**config.mk**
```make
export PLATFORM = sky130hd
export DESIGN_NAME = premac
export DESIGN_NICKNAME = d
export VERILOG_FILES = /design/src/rtl/premac_pkg.sv /design/src/rtl/premac_stage.sv /design/src/rtl/premac_mul.sv /design/src/rtl/premac_acc.sv /design/src/rtl/premac.sv
export SDC_FILE = /design/constraint.sdc
export NUM_CORES = 2
export LEC_CHECK = 0
export ABC_AREA = 1
export BUFFER_PORTS_ARGS = -buffer_cell sky130_fd_sc_hd__clkbuf_2
export CAP_MARGIN = 20
export CORE_MARGIN = 2
export CORE_UTILIZATION = 33
export DETAILED_ROUTE_END_ITERATION = 10
export GPL_TIMING_DRIVEN = 0
export MAX_ROUTING_LAYER = met4
export SLEW_MARGIN = 20
export SYNTH_ARGS = -nofsm -noshare
export SYNTH_HDL_FRONTEND = slang
export SYNTH_SLANG_ARGS = --single-unit
```
**constraint.sdc**
```tcl
create_clock -name clk_i -period 16.1 [get_ports clk_i]
set_input_delay 3.22 -clock clk_i [delete_from_list [all_inputs] [get_ports clk_i]]
set_output_delay 3.22 -clock clk_i [all_outputs]
set_load 0.01 [all_outputs]
```
**src/rtl/premac_pkg.sv**
```systemverilog
package premac_pkg;
  typedef struct packed {
    logic pre_sub;
    logic bypass;
    logic load;
    logic neg;
    logic casc;
  } mac_ctrl_t;

  localparam int unsigned CTRL_W = $bits(mac_ctrl_t);
endpackage

```
**src/rtl/premac_stage.sv**
```systemverilog
module premac_stage #(
  parameter int unsigned W  = 8,
  parameter bit          EN = 1'b1
) (
  input  logic         clk_i,
  input  logic         rst_ni,
  input  logic [W-1:0] d_i,
  output logic [W-1:0] q_o
);
  logic [W-1:0] q_q;

  always_ff @(posedge clk_i or negedge rst_ni) begin
    if (!rst_ni) q_q <= '0;
    else         q_q <= d_i;
  end

  // stage removed at build time: register is left unloaded
  assign q_o = EN ? q_q : d_i;
endmodule

```
**src/rtl/premac_mul.sv**
```systemverilog
module premac_mul #(
  parameter int unsigned AW = 25,
  parameter int unsigned BW = 18,
  parameter int unsigned PW = 48,
  localparam int unsigned PROD_W = AW + BW
) (
  input  logic                 clk_i,
  input  logic                 rst_ni,
  input  logic signed [AW-1:0] a_i,
  input  logic signed [AW-1:0] d_i,
  input  logic signed [BW-1:0] b_i,
  input  logic        [PW-1:0] c_i,
  input  logic                 pre_sub_i,
  input  logic                 bypass_i,
  output logic        [PW-1:0] term_o
);
  logic signed [AW-1:0]     pre_s;
  logic signed [PROD_W-1:0] prod_s;

  // wraps to AW bits
  always_comb pre_s = pre_sub_i ? (d_i - a_i) : (d_i + a_i);

  always_comb
    prod_s = $signed({{BW{pre_s[AW-1]}}, pre_s}) * $signed({{AW{b_i[BW-1]}}, b_i});

  always_comb
    term_o = bypass_i ? c_i : {{(PW-PROD_W){prod_s[PROD_W-1]}}, prod_s};

  logic [PW-PROD_W:0] ext_bits;
  assign ext_bits = term_o[PW-1:PROD_W-1];


  prod_sign_chk: assert property (@(posedge clk_i) disable iff (!rst_ni)
    (!bypass_i && pre_s != '0 && b_i != '0) |-> term_o[PW-1] == (pre_s[AW-1] ^ b_i[BW-1]));


  prod_ext_chk: assert property (@(posedge clk_i) disable iff (!rst_ni)
    !bypass_i |-> ((&ext_bits) || (~|ext_bits)));
endmodule

```
**src/rtl/premac_acc.sv**
```systemverilog
module premac_acc #(
  parameter int unsigned PW = 48
) (
  input  logic          clk_i,
  input  logic          rst_ni,
  input  logic [PW-1:0] term_i,
  input  logic [PW-1:0] pcin_i,
  input  logic          load_i,
  input  logic          neg_i,
  input  logic          casc_i,
  output logic [PW-1:0] acc_o
);
  logic [PW-1:0] acc_q, acc_d, base, addend, casc_v;

  always_comb begin
    base   = load_i ? '0 : acc_q;
    addend = neg_i ? (~term_i + 1'b1) : term_i;
    casc_v = casc_i ? pcin_i : '0;
    acc_d  = base + addend + casc_v;  // modulo 2^PW
  end

  always_ff @(posedge clk_i or negedge rst_ni) begin
    if (!rst_ni) acc_q <= '0;
    else         acc_q <= acc_d;
  end

  assign acc_o = acc_q;


  load_chk: assert property (@(posedge clk_i) disable iff (!rst_ni)
    (load_i && !neg_i && !casc_i) |=> acc_q == $past(term_i));


  count_up_chk: assert property (@(posedge clk_i) disable iff (!rst_ni)
    (!load_i && !neg_i && !casc_i && term_i == PW'(1)) |=> acc_q == $past(acc_q) + PW'(1));


  count_dn_chk: assert property (@(posedge clk_i) disable iff (!rst_ni)
    (!load_i && neg_i && !casc_i && term_i == PW'(1)) |=> acc_q == $past(acc_q) - PW'(1));


  casc_chk: assert property (@(posedge clk_i) disable iff (!rst_ni)
    (!load_i && casc_i && term_i == '0) |=> acc_q == $past(acc_q) + $past(pcin_i));
endmodule

```
**src/rtl/premac.sv**
```systemverilog
module premac
  import premac_pkg::*;
#(
  parameter int unsigned AW      = 25,
  parameter int unsigned BW      = 18,
  parameter int unsigned PW      = 48,
  parameter bit          IN_REG  = 1'b1,
  parameter bit          M_REG   = 1'b1,
  parameter bit          OUT_REG = 1'b1
) (
  input  logic          clk_i,
  input  logic          rst_ni,
  input  logic [AW-1:0] a_i,
  input  logic [AW-1:0] d_i,
  input  logic [BW-1:0] b_i,
  input  logic [PW-1:0] c_i,
  input  logic [PW-1:0] pcin_i,
  input  logic          pre_sub_i,
  input  logic          bypass_i,
  input  logic          load_i,
  input  logic          neg_i,
  input  logic          casc_i,
  output logic [PW-1:0] p_o,
  output logic [PW-1:0] pcout_o
);
  localparam int unsigned S1_W = CTRL_W + 2*AW + BW + PW;
  localparam int unsigned S2_W = 3 + PW;

  mac_ctrl_t     ctrl_in, ctrl1;
  logic [AW-1:0] a1, d1;
  logic [BW-1:0] b1;
  logic [PW-1:0] c1, term, term2, acc;
  logic [S1_W-1:0] s1_d, s1_q;
  logic [S2_W-1:0] s2_d, s2_q;
  logic load2, neg2, casc2;

  always_comb begin
    ctrl_in.pre_sub = pre_sub_i;
    ctrl_in.bypass  = bypass_i;
    ctrl_in.load    = load_i;
    ctrl_in.neg     = neg_i;
    ctrl_in.casc    = casc_i;
  end

  assign s1_d = {ctrl_in, a_i, d_i, b_i, c_i};

  premac_stage #(.W(S1_W), .EN(IN_REG)) u_in_stage (
    .clk_i, .rst_ni, .d_i(s1_d), .q_o(s1_q)
  );

  assign {ctrl1, a1, d1, b1, c1} = s1_q;

  premac_mul #(.AW(AW), .BW(BW), .PW(PW)) u_mul (
    .clk_i, .rst_ni,
    .a_i(a1), .d_i(d1), .b_i(b1), .c_i(c1),
    .pre_sub_i(ctrl1.pre_sub), .bypass_i(ctrl1.bypass),
    .term_o(term)
  );

  assign s2_d = {ctrl1.load, ctrl1.neg, ctrl1.casc, term};

  premac_stage #(.W(S2_W), .EN(M_REG)) u_m_stage (
    .clk_i, .rst_ni, .d_i(s2_d), .q_o(s2_q)
  );

  assign {load2, neg2, casc2, term2} = s2_q;

  // pcin_i joins at the accumulator stage, not delayed
  premac_acc #(.PW(PW)) u_acc (
    .clk_i, .rst_ni,
    .term_i(term2), .pcin_i(pcin_i),
    .load_i(load2), .neg_i(neg2), .casc_i(casc2),
    .acc_o(acc)
  );

  premac_stage #(.W(PW), .EN(OUT_REG)) u_out_stage (
    .clk_i, .rst_ni, .d_i(acc), .q_o(p_o)
  );

  assign pcout_o = p_o;


  out_follow_chk: assert property (@(posedge clk_i) disable iff (!rst_ni)
    OUT_REG |=> p_o == $past(acc));
endmodule

```
==> results by group <==
Clock network
  • CTS sink cnt: 268
  • CTS buffer count: 31
  • Number of H-tree levels: 1
  • Clock slew at reported path FFs: 0.06 ns
  • Post-CTS Hold Buffers: 0
  • Root Buffer: clkbuf_16
  • CTS resizes: 0
  • Maximum clock path buffer count: 3
  • Clock Latency Late Sink: 0.64 ns
  • Setup Fix Bufs, Post-CTS: 0
  • CTS tree: done

Worst setup path
  • Worst endpoint required time: 16.58 ns
  • CP dominant cell by count: nand2_1
  • Crit path DAT: 9.89 ns
  • Setup crit end kind: flip-flop
  • CP peak stage delay: 0.61 ns
  • Crit path max fanout: 10
  • Worst Setup Path Type: flip-flop to flip-flop
  • Bufs and invs on worst path: 8
  • Crit-path slowest cell: fa_1
  • Type of origin of the critical path: flip-flop
  • CP delay by family, top: adder cells

Routing
  • DRT Pass-1 Iters: 7
  • Initial drt markers: 1989
  • Wirelength, routed: 106 mm
  • Vias: 28063
  • Post-DR vias/cell: 4.73
  • Wire length per cell: 17.9 um
  • Antenna viol nets, final: 0
  • Detailed-route DRC error count: 0

Floorplanning
  • I/O pin count: 267
  • Die Area: 0.103 mm2
  • Die width: 322 um
  • Die Ht: 322 um
  • Row count: 116
  • Core ar.: 0.100 mm2
  • Initial core utilization: 0.333

Yosys
  • Cells after synthesis: 4301
  • Yosys cell types: 48
  • Syn nets: 5141
  • Synth warn: 0
  • Seq/Total Area, Yosys: 0.202
  • Prevailing post-synth register cell: dfrtp_1
  • Synthesized area: 0.0333 mm2
  • Ys async rst share: 1.00
  • Seq cells post-synth: 268
  • EDFF count, synth: 0
  • Syn avg cell area: 7.74 um2

STA
  • Final Hold Violating Endpoints: 0
  • Min Tclk post-route: 9.41 ns
  • Setup TNS: 0 ns
  • Fmax: 0.106 GHz
  • Skew final: 0.0343 ns
  • Max_slew headroom: 0.377
  • Fin crit share: 0.584
  • Slew Viols, Final: 0
  • Worst Max-Slew Pin Slew: 0.935 ns
  • RSZ-0062 raised after global routing: no
  • Final setup violation count: 0

Flow run
  • Max-cap violations: 0

Min path
  • Worst hold path class: flip-flop to flip-flop

GRT
  • Initial antenna violation count: 4
  • First-pass GRT wire length: 167 mm
  • Vias in the first global route: 29282
  • Gr ovfl total: 0
  • Tot GR Track Use: 0.217
  • Pin count of the biggest net entering global routing: 89

Place
  • Post-DP HPWL: 91.5 mm
  • Final estimated routing congestion in global placement: 1.04
  • # port buffers: 266

Final layout
  • Most frequent cells in the layout: 1146 x nand2_1, 948 x inv_1, 490 x fa_1
  • Area growth, synth to finish: 12.4%
  • Commonest non-fill, non-tap cell in the layout: nand2_1
  • Nets: 5443
  • Share of cells above drive strength 1: 0.100
  • Number of fill cells in the layout: 10522

Outcome
  • Status: complete, no violations
[synth_stat cells (6+ instances only)]
cell type,count,share of area
or2_2,22,0.0041
nor3_1,21,0.0032
buf_2,9,0.0014
inv_2,9,0.0010
a21oi_1,117,0.018
nor2_2,11,0.0021
dfrtp_1,268,0.20
xor2_1,70,0.018
nand3b_1,12,0.0027
fa_1,490,0.29
o21bai_1,23,0.0052
nand3_1,152,0.023
a31oi_1,7,0.0013
xnor2_1,35,0.0092
o211ai_1,6,0.0014
nand2_1,1146,0.13
nor2_4,7,0.0024
nor2_1,459,0.052
clkinv_1,9,0.0010
clkbuf_1,64,0.0072
nor4_1,7,0.0013
o21ai_0,81,0.012
buf_4,52,0.012
ha_1,179,0.067
nand4_1,44,0.0083
inv_1,948,0.11
nand2_2,10,0.0019
[worst paths after layout]
check                                              startpoint  cells past startpoint  slack (ns)                     endpoint
worst max-delay path             u_in_stage.q_o[92]$_DFF_PN0_                     42        6.69  u_m_stage.q_o[45]$_DFF_PN0_
worst max register to register   u_in_stage.q_o[92]$_DFF_PN0_                     42        6.69  u_m_stage.q_o[45]$_DFF_PN0_
worst min-delay path            u_in_stage.q_o[117]$_DFF_PN0_                      0        0.35  u_m_stage.q_o[49]$_DFF_PN0_
max in group asynchronous                              rst_ni                      2       12.67  u_m_stage.q_o[46]$_DFF_PN0_
worst min register to register  u_in_stage.q_o[117]$_DFF_PN0_                      0        0.35  u_m_stage.q_o[49]$_DFF_PN0_
min in group asynchronous                              rst_ni                      1        2.55  u_in_stage.q_o[7]$_DFF_PN0_
[metrics by stage]
stage | cell area, um2 | util | hold WS, ns | cells | setup slack [ns]
5_1_grt | 37400 | 0.374 | 0.363 | 5927 | 5.95
3_3_place_gp | 36200 | 0.362 | 0.334 | 5865 | 5.81
2_1_floorplan | 33300 | - | 0.331 | 4301 | 8.46
4_1_cts | 37400 | 0.374 | 0.355 | 5925 | 6.75
3_5_place_dp | 36300 | 0.363 | 0.340 | 5868 | 6.82
6_report | 37400 | 0.374 | 0.349 | 5927 | 6.69
[registers in the layout (all words and copies together) (netlist names)]
name and flops:
u_in_stage.q_o 121, u_m_stage.q_o 51, u_acc.acc_o 48, u_out_stage.q_o 48
[worst reg2reg max path, delay by kind of cell (launching register included)]
kind / cells / cell delay, ns
and+or+nand+nor: 23 / 3.50
adders and majority gates: 9 / 4.16
xor gates and xnor gates: 1 / 0.12
AOI/OAI and AO/OA: 1 / 0.22
buffers and inverters: 8 / 0.86
DFF: 1 / 0.39
[cell type report]
class / count / area (um2) / share of cell area
repair buffers: 269 / 1420 / 0.0380
diodes: 2 / 5.00 / 0.000134
flip-flops and latches: 268 / 6710 / 0.179
inverters: 967 / 3630 / 0.0971
well taps: 1298 / 1620 / 0.0434
plain buffers: 131 / 713 / 0.0191
multi-input cells: 2935 / 22200 / 0.594
clock inverters: 15 / 160 / 0.00428
clock buffers: 42 / 907 / 0.0242
[per-layer routing]
layer	GRT usage	part of all wire
met2	0.367	0.48
met1	0.274	0.42
met4	0.0579	0.031
met5	-	0
met3	0.0267	0.063
[kinds of logic (layout without fill, tap and decap cells)]
family,Yosys count,count (layout),share of synthesized area
and+or+nand+nor,1910,1910,0.236
DFF,268,268,0.202
buffers and inverters,1098,1424,0.131
xor gates and xnor gates,109,109,0.0296
AOI/OAI and AO/OA,247,247,0.0406
adders and majority gates,669,669,0.362
other,0,2,0
Power is left out: the tool's default activity adds up to more than one toggle a clock period on the data nets, which glitch-free logic cannot reach.
